--- src/rtl/dvfs_seq_pkg.sv ---
// Shared types for the DVFS transition sequencer.
// Assumes nothing beyond the sequencer's own state set.
package dvfs_seq_pkg;

    typedef enum logic [2:0] {
        ST_IDLE    = 3'd0,
        ST_RAISE_V = 3'd1,
        ST_WAIT_V  = 3'd2,
        ST_SET_F   = 3'd3,
        ST_WAIT_F  = 3'd4,
        ST_LOWER_V = 3'd5,
        ST_DONE    = 3'd6
    } seq_state_t;

endpackage

--- src/rtl/dvfs_volt_lut.sv ---
// Frequency-index to supply-code lookup.
// The table is a packed parameter, with entry i in slice i.
// Assumes NUM_LVL covers every value of the index.
module dvfs_volt_lut #(
    parameter int IDX_W   = 3,
    parameter int VCODE_W = 4,
    parameter int NUM_LVL = 1 << IDX_W,
    parameter logic [NUM_LVL*VCODE_W-1:0] TABLE = '0
) (
    input  logic [IDX_W-1:0]   idx,
    output logic [VCODE_W-1:0] code
);

    logic [VCODE_W-1:0] entry [NUM_LVL];

    // unpack one table slice per level
    for (genvar g = 0; g < NUM_LVL; g++) begin : g_entry
        assign entry[g] = TABLE[g*VCODE_W +: VCODE_W];
    end

    assign code = entry[idx];

endmodule

--- src/rtl/dvfs_settle_timer.sv ---
// Down-counter for the settling waits.
// A load sets the count. The count then runs down to zero and holds there.
// Assumes the caller loads (wait length - 1).
module dvfs_settle_timer #(
    parameter int CNT_W = 12
) (
    input  logic             clk,
    input  logic             rst_n,
    input  logic             load,
    input  logic [CNT_W-1:0] load_val,
    output logic             expired
);

    logic [CNT_W-1:0] cnt_q;

    // load or count down to zero
    always_ff @(posedge clk) begin
        if (!rst_n)             cnt_q <= '0;
        else if (load)          cnt_q <= load_val;
        else if (cnt_q != '0)   cnt_q <= cnt_q - 1'b1;
    end

    assign expired = (cnt_q == '0);

endmodule

--- src/rtl/dvfs_req_hold.sv ---
// One-deep holding register for requests that arrive during a change.
// A newer capture overwrites an older one. Consume clears the register and takes precedence.
module dvfs_req_hold #(
    parameter int IDX_W = 3
) (
    input  logic             clk,
    input  logic             rst_n,
    input  logic             capture,
    input  logic [IDX_W-1:0] cap_idx,
    input  logic             consume,
    output logic             pend_vld,
    output logic [IDX_W-1:0] pend_idx
);

    // keep only the most recent parked index
    always_ff @(posedge clk) begin
        if (!rst_n) begin
            pend_vld <= 1'b0;
            pend_idx <= '0;
        end else if (consume) begin
            pend_vld <= 1'b0;
        end else if (capture) begin
            pend_vld <= 1'b1;
            pend_idx <= cap_idx;
        end
    end

endmodule

--- src/rtl/dvfs_seq.sv ---
// DVFS transition sequencer top.
// Orders supply and clock changes by direction and waits out each settling time.
// Assumes V_SETTLE >= 1, F_SETTLE >= 1 and a table entry for every index.
module dvfs_seq
    import dvfs_seq_pkg::*;
#(
    parameter int IDX_W     = 3,
    parameter int VCODE_W   = 4,
    parameter int V_SETTLE  = 2500,
    parameter int F_SETTLE  = 1250,
    parameter int RESET_IDX = 0,
    parameter logic [(1<<IDX_W)*VCODE_W-1:0] VOLT_TABLE = 32'hFDBA8765
) (
    input  logic               clk,
    input  logic               rst_n,
    input  logic               req_valid,
    input  logic [IDX_W-1:0]   req_idx,
    output logic [VCODE_W-1:0] volt_sel,
    output logic [IDX_W-1:0]   clk_sel,
    output logic               busy,
    output logic               done
);

    localparam int NUM_LVL    = 1 << IDX_W;
    localparam int MAX_SETTLE = (V_SETTLE > F_SETTLE) ? V_SETTLE : F_SETTLE;
    localparam int CNT_W      = $clog2(MAX_SETTLE + 1);
    localparam logic [VCODE_W-1:0] RST_CODE = VOLT_TABLE[RESET_IDX*VCODE_W +: VCODE_W];
    localparam logic [IDX_W-1:0]   RST_IDX  = IDX_W'(RESET_IDX);

    seq_state_t         state_q;
    logic [IDX_W-1:0]   tgt_q;
    logic               up_q;
    logic [IDX_W-1:0]   fsel_q;
    logic [VCODE_W-1:0] vsel_q;
    logic               triv_q;

    logic               pend_vld;
    logic [IDX_W-1:0]   pend_idx;
    logic [VCODE_W-1:0] tgt_code;
    logic               tmr_load;
    logic [CNT_W-1:0]   tmr_val;
    logic               tmr_exp;

    logic               at_rest;
    logic               cand_vld;
    logic [IDX_W-1:0]   cand_idx;
    logic               start;

    dvfs_volt_lut #(
        .IDX_W(IDX_W), .VCODE_W(VCODE_W), .NUM_LVL(NUM_LVL), .TABLE(VOLT_TABLE)
    ) u_lut (
        .idx(tgt_q), .code(tgt_code)
    );

    dvfs_settle_timer #(.CNT_W(CNT_W)) u_tmr (
        .clk(clk), .rst_n(rst_n), .load(tmr_load), .load_val(tmr_val), .expired(tmr_exp)
    );

    dvfs_req_hold #(.IDX_W(IDX_W)) u_hold (
        .clk(clk), .rst_n(rst_n),
        .capture(req_valid && !at_rest), .cap_idx(req_idx),
        .consume(state_q == ST_DONE),
        .pend_vld(pend_vld), .pend_idx(pend_idx)
    );

    // choose the request to act on: a new write wins over a parked one
    always_comb begin
        at_rest  = (state_q == ST_IDLE) || (state_q == ST_DONE);
        cand_vld = req_valid || ((state_q == ST_DONE) && pend_vld);
        cand_idx = req_valid ? req_idx : pend_idx;
        start    = at_rest && cand_vld && (cand_idx != fsel_q);
    end

    // settling timer load points and lengths
    always_comb begin
        tmr_load = (state_q == ST_RAISE_V) || (state_q == ST_LOWER_V) || (state_q == ST_SET_F);
        tmr_val  = (state_q == ST_SET_F) ? CNT_W'(F_SETTLE - 1) : CNT_W'(V_SETTLE - 1);
    end

    // sequence state, target and output registers
    always_ff @(posedge clk) begin
        if (!rst_n) begin
            state_q <= ST_IDLE;
            tgt_q   <= RST_IDX;
            up_q    <= 1'b0;
            fsel_q  <= RST_IDX;
            vsel_q  <= RST_CODE;
            triv_q  <= 1'b0;
        end else begin
            triv_q <= (state_q == ST_IDLE) && req_valid && (req_idx == fsel_q);
            case (state_q)
                ST_IDLE, ST_DONE: begin
                    if (start) begin
                        tgt_q   <= cand_idx;
                        up_q    <= (cand_idx > fsel_q);
                        state_q <= (cand_idx > fsel_q) ? ST_RAISE_V : ST_SET_F;
                    end else begin
                        state_q <= ST_IDLE;
                    end
                end
                ST_RAISE_V, ST_LOWER_V: begin
                    vsel_q  <= tgt_code;
                    state_q <= ST_WAIT_V;
                end
                ST_WAIT_V: begin
                    if (tmr_exp) state_q <= up_q ? ST_SET_F : ST_DONE;
                end
                ST_SET_F: begin
                    fsel_q  <= tgt_q;
                    state_q <= ST_WAIT_F;
                end
                ST_WAIT_F: begin
                    if (tmr_exp) state_q <= up_q ? ST_DONE : ST_LOWER_V;
                end
                default: state_q <= ST_IDLE;
            endcase
        end
    end

    assign volt_sel = vsel_q;
    assign clk_sel  = fsel_q;
    assign busy     = (state_q != ST_IDLE);
    assign done     = (state_q == ST_DONE) || triv_q;

endmodule

--- config.mk ---
export PLATFORM = sky130hd
export DESIGN_NAME = dvfs_seq
export DESIGN_NICKNAME = d
export VERILOG_FILES = /design/src/rtl/dvfs_seq_pkg.sv /design/src/rtl/dvfs_volt_lut.sv /design/src/rtl/dvfs_settle_timer.sv /design/src/rtl/dvfs_req_hold.sv /design/src/rtl/dvfs_seq.sv
export SDC_FILE = /design/constraint.sdc
export NUM_CORES = 1
export LEC_CHECK = 0
export BUFFER_PORTS_ARGS = -buffer_cell sky130_fd_sc_hd__buf_2
export CAP_MARGIN = 20
export CORE_MARGIN = 1.5
export CORE_UTILIZATION = 39
export CTS_CLUSTER_DIAMETER = 80
export CTS_CLUSTER_SIZE = 14
export DETAILED_ROUTE_END_ITERATION = 7
export PLACE_DENSITY = 0.68
export REMOVE_ABC_BUFFERS = 1
export SLEW_MARGIN = 0
export SYNTH_ARGS = -nofsm -noshare
export SYNTH_HDL_FRONTEND = slang
export SYNTH_SLANG_ARGS = --single-unit
--- constraint.sdc ---
create_clock -name clk -period 2.9 [get_ports clk]
set_input_delay 0.435 -clock clk [delete_from_list [all_inputs] [get_ports clk]]
set_output_delay 0.435 -clock clk [all_outputs]
set_load 0.03 [all_outputs]
# After elaboration in Yosys (flattened, before gate mapping)
# Memory sizes are Yosys's and may differ from the RTL's. A register that Yosys moved wholly into a read port is not among the register bits.
# Cells that the tools add are included.
[totals]
register_bits = 27
latch_bits = 0
ramBits = 0
romBits = 32
input_bits = 6
output_inout_bits = 9
elab_cells = 59
mem_count = 1
[op_classes]
addsub = 1
n_mul = 0
n_div = 0
order_cmp = 1
eq_ne = 10
n_shift = 0
mux = 11
n_bitwise = 3
n_reduce_logical = 24
[mem_list]
columns = ["name", "words", "word_bits", "rd", "rd_ports_with_merged_regs", "write_ports", "line", "source"]
rows = [
  ["(no name shown)", 8, 4, 1, 1, 0, "dvfs_volt_lut.sv:21", "assign code = entry[idx];"],
]
[op_table]
columns = ["cell", "count"]
rows = [
  ["$mux W12", 3],
  ["$pmux W3 S5", 1],
  ["$logic_not A12 Y1", 1],
  ["$mux W3", 4],
  ["$reduce_bool A12 Y1", 1],
  ["$sub A12 B1 Y12 const B", 1],
  ["$eq A3 B3 Y1 const B", 3],
  ["$eq A3 B2 Y1 const B", 2],
  ["$logic_and A1 B1 Y1", 6],
  ["$mux W2", 3],
  ["$reduce_and A2 Y1", 3],
  ["$reduce_or A2 Y1", 3],
  ["$logic_or A1 B1 Y1", 5],
  ["$ne A2 B2 Y1 const B", 2],
  ["$not A3 Y4", 1],
  ["$eq A3 B1 Y1 const B", 1],
  ["$eq A3 B3 Y1", 1],
  ["$gt A3 B3 Y1", 1],
  ["$logic_not A3 Y1", 1],
  ["$ne A3 B3 Y1", 1],
  ["$reduce_bool A3 Y1", 1],
  ["$logic_not A1 Y1", 2],
  ["$not A1 Y1", 2],
  ["$reduce_bool A2 Y1", 1],
]

# Logic depth before layout (Yosys ltp)
# Gate-level depths: netlist of run 1.
[depth]
word_depth = 7
ltp_mapped = 7
mapped_depth_nobuf = 6

# Modules after synthesis
# A second synthesis of run 1 with hierarchy kept.
[hier_totals]
hier_cells = 216
hier_area_um2 = 1838.0
[by_module_without_submodules]
columns = ["mod", "n_inst", "cells_each", "area_each_um2", "seq_area_each_um2"]
rows = [
  ["dvfs_seq", 1, 99, 879.6, 300.3],
  ["dvfs_settle_timer", 1, 90, 703.2, 240.2],
  ["dvfs_req_hold", 1, 16, 162.7, 80.1],
  ["dvfs_volt_lut", 1, 11, 92.6, 0.0],
]

# Worst setup path before layout of run 1
# OpenSTA, ideal clock, no wires.
[synth_timing]
path_type = "input to register"
start = "in req_valid"
end = "reg state_q[1]"
setup_time_ps = 58
arrival_time_ps = 2132
t_required_ps = 2842
setup_slack_ps = 710
stages = 7
path_buffers = 1
cell_sequence = "clkbuf_1 mux2_2 ha_1 a31oi_1 o21ai_0 nor3_1 o221a_2"
[synth_between]
elab_chain_len = 5
word_cells_on_any_way = 9
cone_classes = "1 x order compare; 1 x eq/ne; 4 x mux; 3 x reduce/logical"
[synth_lines]
columns = ["element", "line", "source"]
rows = [
  ["start, declared", "dvfs_seq.sv:16", "input logic req_valid,"],
  ["$mux W3 *", "dvfs_seq.sv:70", "cand_idx = req_valid ? req_idx : pend_idx;"],
  ["named net cand_idx[2]", "dvfs_seq.sv:46", "logic [IDX_W-1:0] cand_idx;"],
  ["$gt A3 B3 Y1 or $ne A3 B3 Y1 (tied branches)", "dvfs_seq.sv:96, dvfs_seq.sv:71", ""],
  ["$mux W2 or $logic_and A1 B1 Y1 (tied branches)", "dvfs_seq.sv:96, dvfs_seq.sv:71", ""],
  ["$mux W2 *", "dvfs_seq.sv:93", "if (start) begin"],
  ["$pmux W3 S5 *", "dvfs_seq.sv:91", "case (state_q)"],
  ["end signal, assigned", "dvfs_seq.sv:96", "state_q <= (cand_idx > fsel_q) ? ST_RAISE_V : ST_SET_F;"],
  ["end signal, assigned", "dvfs_seq.sv:106", "if (tmr_exp) state_q <= up_q ? ST_SET_F : ST_DONE;"],
  ["end signal, assigned", "dvfs_seq.sv:113", "if (tmr_exp) state_q <= up_q ? ST_DONE : ST_LOWER_V;"],
  ["end, declared", "dvfs_seq.sv:30", "seq_state_t state_q;"],
]
# The timed path passes the listed nets; every way through them passes the cells marked *.
# A chain may end at the register's enable or synchronous reset.

# Worst setup path after layout of run 1
[layout_timing]
start = "reg u_tmr.cnt_q[0]"
end = "reg u_tmr.cnt_q[10]"
[layout_between]
elab_chain_len = 3
word_cells_on_any_way = 5
cone_classes = "1 x add/sub; 2 x mux; 2 x reduce/logical"
[layout_lines]
columns = ["element", "line", "source"]
rows = [
  ["start, declared", "dvfs_settle_timer.sv:14", "logic [CNT_W-1:0] cnt_q;"],
  ["start signal, assigned", "dvfs_settle_timer.sv:19", "else if (load) cnt_q <= load_val;"],
  ["start signal, assigned", "dvfs_settle_timer.sv:20", "else if (cnt_q != '0) cnt_q <= cnt_q - 1'b1;"],
  ["$sub A12 B1 Y12", "dvfs_settle_timer.sv:20", ""],
  ["$mux W12", "dvfs_settle_timer.sv:20", ""],
  ["$mux W12", "dvfs_settle_timer.sv:19", ""],
]
# Parallel ways exist; a longest one is shown, timed or not. The select of a mux whose other input is x is not followed.

==> run metrics, run 1 <==
CTS Hold Bufs 0; antenna diode instance count 0; worst hold slack 0.434 ns; number of stages on the worst hold path 3; summed instance area of the synthesized netlist 0.00167 sq mm; final period utilization 0.798; required time at the worst-slack endpoint 3.11 ns; Post-CTS Repair Setup Buffers 0; Setup Total Neg Slack 0 ns; Worst Setup End Kind flip-flop; count of max-cap constraint violations 0; global router's overall resource usage 0.177; initial antenna violation count 0; number of H-tree levels 2; PD cells 1090 mW/mm^2; Final Routed Wirelength 3.59 mm; Slew Viols, Final 0; Max Clock Freq 0.432 GHz; number of DRC markers after the initial detailed-route iteration 119; Max Buffers Root-to-Sink 2; clock tree from TritonCTS built; largest net degree at the start of global routing 20; fraction of final layout cells sized beyond drive strength 1 0.178; wire length of the first global-routing pass 6.04 mm; startpoint of the worst hold path req_idx[1]; via count 1425; post-route clock skew 0.00923 ns; die footprint 0.00469 sq mm; fraction of registers with async set or reset after synthesis 0; number of warnings issued by yosys 0; number of ports placed on the die boundary 15; Worst Setup Slack, final 0.586 ns; count of mapped cells out of synthesis 194; cell at the root of the clock tree sky130_fd_sc_hd__clkbuf_8; Min Clock Period, post-route 2.31 ns; total clock buffers created by CTS 5; run status finished clean; Tightest Pin Transition 0.532 ns; Worst setup SP type flip-flop; count of cells along the worst register-to-register path 6; Post-DP HPWL 2.54 mm; Worst-Skew Late Latency 0.29 ns; total of endpoints with negative setup slack in the final report 0; Port Buffer Count 14; cells traversed along the worst timing path inv_1, ha_1, or3b_2, or3_4, or4_1, a31oi_1; count of cell types in the netlist 45; vias in the first global route 1307; DRT antenna net count 0; # rows 23; Detailed Routing Iterations Pass 1 5; final-report hold violation count 0; post_cts resized 0; width of the die 68.5 um; r2r endpoint u_tmr.cnt_q[10]$_SDFFE_PN0P_; max_slew headroom 0.643; Endpoint, Worst Hold u_hold.pend_idx[1]$_SDFFE_PN0P_; flip-flop cell with the highest count after synthesis sky130_fd_sc_hd__dfxtp_1; R2R setup slack 0.59 ns; Max VDD drop 0.451 mV; worst-path maximum fanout 6; critical path data arrival time 2.52 ns; DRC viols 0; nets@finish 222; number of flip-flops and latches in the synthesized netlist 31; sequential element share of the synthesized area 0.371; Hold Path Class in2reg; y dimension of the die 68.5 um; Synth-to-Final Area Change 11.2%; wire length per cell 13.9 um; number of enable flip-flop cells after synthesis 0; worst reg2reg startpoint u_tmr.cnt_q[0]$_SDFFE_PN0P_; standard cell with the maximum stage delay on the critical path sky130_fd_sc_hd__or4_1; final weighted congestion in routability-driven placement 0.772; number of clock sinks seen by CTS 31; Core ar. 0.00406 sq mm; clock-pin slew on the worst setup and hold paths 0.07 ns; Worst Setup Path Type reg2reg; via/cell ratio 5.52; total leakage power 0.770 nW; initial core utilization 0.412; biggest cell delay along the critical path 0.53 ns; Setup WS pre-CTS 0.602 ns; total congestion overflow 0; setup repair after global routing missed its margin false; synthesized area divided by synthesized cell count 8.62 sq um
==> final cells by class <==
cell class              instances  area (sq um)
fillers                       388          2200
multi-input cells             144           978
flip-flops and latches         31           621
repair buffers                 15          77.6
clock buffers                   7          76.3
well taps                      50          62.6
inverters                      10          37.5
clock inverters                 1          5.00
==> power by group <==
group	internal (mW)	switching (mW)	leakage (nW)
logic	0.442	0.525	0.474
registers	0.571	0.165	0.254
clock network	0.168	0.161	0.0422
total	1.18	0.851	0.770
==> critical path: cells and delay by family (launching register included) <==
family / cells / cell delay (ns)
adder cells (fa/ha/maj): 1 / 0.19
flip-flops: 1 / 0.32
AO/OA/AOI/OAI: 1 / 0.16
AND/OR/NAND/NOR: 3 / 1.46
buffers and inverters: 1 / 0.11
==> cell usage after synthesis, drive strengths merged, types with 2 or more instances <==
library cell,number,area share
dfxtp,31,0.37
nor2,12,0.027
or4,6,0.031
or2,3,0.011
a21oi,12,0.036
inv,9,0.020
o21a,4,0.018
or3,10,0.042
ha,9,0.067
nor4,2,0.016
nand3,6,0.018
o21ai,8,0.024
mux2i,5,0.030
xor2,4,0.021
nand2,17,0.038
a31oi,5,0.019
clkbuf,8,0.018
o211ai,4,0.018
or3b,2,0.010
a211oi,5,0.022
nor3,4,0.012
o31ai,3,0.013
mux2,2,0.013
nand2b,3,0.011
nor2b,4,0.015
o21bai,2,0.0090
==> worst max-delay path by stage <==
| stage | slack (ns) | cells past startpoint | from | to |
|---|---|---|---|---|
| final | 0.59 | 6 | u_tmr.cnt_q[0]$_SDFFE_PN0P_ | u_tmr.cnt_q[10]$_SDFFE_PN0P_ |
| after global routing | 0.48 | 6 | u_tmr.cnt_q[0]$_SDFFE_PN0P_ | u_tmr.cnt_q[10]$_SDFFE_PN0P_ |
| after CTS | 0.58 | 6 | u_tmr.cnt_q[0]$_SDFFE_PN0P_ | u_tmr.cnt_q[10]$_SDFFE_PN0P_ |
| after detailed placement | 0.60 | 6 | u_tmr.cnt_q[0]$_SDFFE_PN0P_ | u_tmr.cnt_q[10]$_SDFFE_PN0P_ |
| after global placement | 0.69 | 7 | req_valid | state_q[1]$_SDFFE_PN0P_ |
| after floorplan | 0.75 | 6 | u_tmr.cnt_q[0]$_SDFFE_PN0P_ | u_tmr.cnt_q[10]$_SDFFE_PN0P_ |
==> layout by cell type, fill, tap and decap left out, types with 4 or more instances in the layout <==
master                     instances
sky130_fd_sc_hd__o21ai_0           8
sky130_fd_sc_hd__mux2i_1           5
sky130_fd_sc_hd__nand3_1           6
sky130_fd_sc_hd__o211ai_1          4
sky130_fd_sc_hd__ha_1              9
sky130_fd_sc_hd__nand2_1          17
sky130_fd_sc_hd__buf_2            14
sky130_fd_sc_hd__clkbuf_8          5
sky130_fd_sc_hd__nor3_1            4
sky130_fd_sc_hd__a211oi_1          5
sky130_fd_sc_hd__dfxtp_1          31
sky130_fd_sc_hd__a31oi_1           5
sky130_fd_sc_hd__nor2_1           12
sky130_fd_sc_hd__or3_1             7
sky130_fd_sc_hd__inv_1             9
sky130_fd_sc_hd__xor2_1            4
sky130_fd_sc_hd__a21oi_1          12
sky130_fd_sc_hd__o21a_1            4
sky130_fd_sc_hd__nor2b_1           4
==> state kept, by name (all words and copies together), names as in the netlist <==
signal and flops:
u_hold.pend_idx 3, u_hold.pend_vld 1, tgt_q 3, triv_q 1
u_tmr.cnt_q 12, clk_sel 3, state_q 3, up_q 1
volt_sel 4
==> per-layer routing <==
layer,vias to the layer above,global-route usage,share of wire
met5,-,0,0
met4,0,0.0700,0.013
met3,5,0.0592,0.041
met2,25,0.263,0.43
met1,666,0.234,0.51
li1,729,-,-
==> logic make-up after synthesis <==
kind of cell / share of synthesized area
fa+ha+maj: 0.0674
simple gates: 0.267
xor+xnor: 0.0262
flops: 0.371
buf+inv: 0.0434
compound gates: 0.181
mux: 0.0434
==> per-stage QoR <==
stage | util | total power [mW] | std cells | cell area [sq um]
after CTS | 0.458 | 2.04 | 258 | 1860
after floorplan | - | 1.47 | 185 | 1640
after detailed placement | 0.438 | 1.71 | 250 | 1780
after global routing | 0.458 | 2.20 | 258 | 1860
after global placement | 0.438 | 1.68 | 250 | 1780
final | 0.458 | 2.03 | 258 | 1860
No activity file was read; power rests on OpenSTA's default activity.
==> run 2: changes to the inputs <==
Clock period 2.9 ns to 2.25 ns, I/O delays scaled along.
==> run metrics, run 2 (same netlist as run 1, synthesis figures left out) <==
run status finished clean; number of stages on the worst hold path 3 (unchanged); fin area 0.00192 sq mm (+3.2%); count of max-cap constraint violations 0 (unchanged); Min Clock Period, post-route 2.09 ns (-0.221 ns); clock-pin slew on the worst setup and hold paths 0.07 ns (about the same); Worst setup SP type flip-flop; Setup Total Neg Slack 0 ns (unchanged); count of cells along the worst register-to-register path 8 (+2); worst reg2reg startpoint u_tmr.cnt_q[0]$_SDFFE_PN0P_; Core ar. 0.00406 sq mm (unchanged); total congestion overflow 0 (unchanged); nets@finish 225 (+1.4%); Slew Viols, Final 0 (unchanged); Port Buffer Count 14 (unchanged); biggest cell delay along the critical path 0.67 ns (+0.14 ns); standard cell with the maximum stage delay on the critical path sky130_fd_sc_hd__or4b_2; cells traversed along the worst timing path inv_1, buf_4, ha_1, or4b_2, nor4_4, buf_12, a21oi_1, o31ai_1; Worst-Skew Late Latency 0.28 ns (about the same); final-report hold violation count 0 (unchanged); post-route clock skew 0.00399 ns (-0.00524 ns); wire length of the first global-routing pass 5.70 mm (-5.6%); clock tree from TritonCTS built; Design Power 2.76 mW (+36%); setup repair after global routing missed its margin false; Setup WS pre-CTS 0.0734 ns (-0.529 ns); Final Routed Wirelength 3.42 mm (-4.5%); Worst Setup Path Type reg2reg; global router's overall resource usage 0.163 (-0.0139); initial antenna violation count 0 (unchanged); antenna diode instance count 0 (unchanged); Worst Setup Slack, final 0.157 ns (-0.429 ns); cell at the root of the clock tree sky130_fd_sc_hd__clkbuf_8; PD cells 1440 mW/mm^2 (+31%); max_slew headroom 0.619 (-0.0246); R2R setup slack 0.16 ns (-0.43 ns); final period utilization 0.930 (+0.132); critical path data arrival time 2.28 ns (-0.24 ns); DP Area 0.00181 sq mm (+2.0%); Endpoint, Worst Hold u_hold.pend_idx[1]$_SDFFE_PN0P_; Tightest Pin Transition 0.568 ns (+0.0366 ns); vias in the first global route 1228 (-6.0%); number of DRC markers after the initial detailed-route iteration 52 (-56%); Synth-to-Final Area Change 14.7%; DRT antenna net count 0 (unchanged); via/cell ratio 5.47 (-0.94%); r2r endpoint state_q[2]$_SDFFE_PN0P_; total of endpoints with negative setup slack in the final report 0 (unchanged); total leakage power 0.796 nW (+3.4%); largest net degree at the start of global routing 20 (unchanged); die footprint 0.00469 sq mm (unchanged); number of ports placed on the die boundary 15 (unchanged); Max Clock Freq 0.478 GHz (+11%); y dimension of the die 68.5 um (unchanged); highest-count cells in the layout ignoring fill and taps sky130_fd_sc_hd__dfxtp_1 (31), sky130_fd_sc_hd__nand2_1 (17), sky130_fd_sc_hd__buf_2 (14); Max Buffers Root-to-Sink 2 (unchanged); width of the die 68.5 um (unchanged); via count 1428 (+0.21%); wire length per cell 13.1 um (-5.6%); final weighted congestion in routability-driven placement 0.775 (+0.39%); Detailed Routing Iterations Pass 1 4 (-1); fraction of final layout cells sized beyond drive strength 1 0.199 (+0.0212); commonest non-fill, non-tap cell in the layout sky130_fd_sc_hd__dfxtp_1; DRC viols 0 (unchanged); Worst Setup End Kind flip-flop; startpoint of the worst hold path req_idx[1]; final core occ 0.472 (+0.0145); Post-CTS Repair Setup Buffers 0 (unchanged); Max VDD drop 0.590 mV (+31%); Hold Path Class in2reg; kind of cell adding the most delay to the critical path simple AND/OR/NAND/NOR gates; required time at the worst-slack endpoint 2.44 ns (-0.67 ns); total clock buffers created by CTS 5 (unchanged); register bank with the most flops u_tmr.cnt_q; initial core utilization 0.412 (unchanged); number of clock sinks seen by CTS 31 (unchanged); Buf+Inv Stages, Crit Path 3 (+2); worst-path maximum fanout 17 (+11); max reg flops 12 (unchanged); number of H-tree levels 2 (unchanged); # rows 23 (unchanged); Post-DP HPWL 2.41 mm (-4.9%)
-- run 2: cell count changes in the layout (fill, tap and decap cells not counted), sizes merged --
cell    before  now
clkbuf       7    8
clkinv       2    1
buf         15   18
-- run 2: layout make-up --
class / count / area [sq um]
multi-input cells: 144 / 983
inverters: 10 / 37.5
flip-flops and latches: 31 / 621
repair buffers: 18 / 113
clock buffers: 8 / 100
fillers: 405 / 2140
well taps: 50 / 62.6
-- run 2: worst reg2reg max path, stage by stage (launching register included) --
cell and delay [ns]:
sky130_fd_sc_hd__dfxtp_1 0.32, sky130_fd_sc_hd__inv_1 0.08, sky130_fd_sc_hd__buf_4 0.12, sky130_fd_sc_hd__ha_1 0.15, sky130_fd_sc_hd__or4b_2 0.67, sky130_fd_sc_hd__nor4_4 0.22
sky130_fd_sc_hd__buf_12 0.18, sky130_fd_sc_hd__a21oi_1 0.08, sky130_fd_sc_hd__o31ai_1 0.19
-- run 2: power breakdown --
| part | internal (mW) | total, mW | switching (mW) |
|---|---|---|---|
| Clock | 0.279 | 0.483 | 0.204 |
| Sequential | 0.737 | 0.946 | 0.209 |
| Combinational | 0.644 | 1.33 | 0.684 |
| Total | 1.66 | 2.76 | 1.10 |
-- run 2: repair_timing --
| action | CTS | global route |
|---|---|---|
| setup endpoints to repair | 0 | 1 |
| hold buffers | 0 | 0 |
| resized for setup | 0 | 2 |
-- run 2: through the flow --
step | hold slack, ns | instances
floorplan | 0.409 | 185
global placement | 0.439 | 253
detailed placement | 0.444 | 253
CTS | 0.324 | 261
global route | 0.373 | 261
finish | 0.335 | 261
-- run 2: worst max path at each step --
stage,slack [ns],to,from,cells after the start
2_1_floorplan,0.1,u_tmr.cnt_q[10]$_SDFFE_PN0P_,u_tmr.cnt_q[0]$_SDFFE_PN0P_,6
5_1_grt,0.05,state_q[2]$_SDFFE_PN0P_,u_tmr.cnt_q[0]$_SDFFE_PN0P_,8
3_5_place_dp,0.07,u_tmr.cnt_q[10]$_SDFFE_PN0P_,u_tmr.cnt_q[1]$_SDFFE_PN0P_,6
6_report,0.16,state_q[2]$_SDFFE_PN0P_,u_tmr.cnt_q[0]$_SDFFE_PN0P_,8
4_1_cts,0.06,u_tmr.cnt_q[10]$_SDFFE_PN0P_,u_tmr.cnt_q[1]$_SDFFE_PN0P_,6
3_3_place_gp,0.13,u_tmr.cnt_q[10]$_SDFFE_PN0P_,u_tmr.cnt_q[1]$_SDFFE_PN0P_,6
-- run 2: per-layer routing --
layer / vias up / routed length [um] / GRT usage
met3: 4 / 124 / 0.0411
met1: 664 / 1790 / 0.227
li1: 736 / - / -
met2: 24 / 1480 / 0.240
met4: 0 / 34 / 0.0600
met5: - / 0 / 0
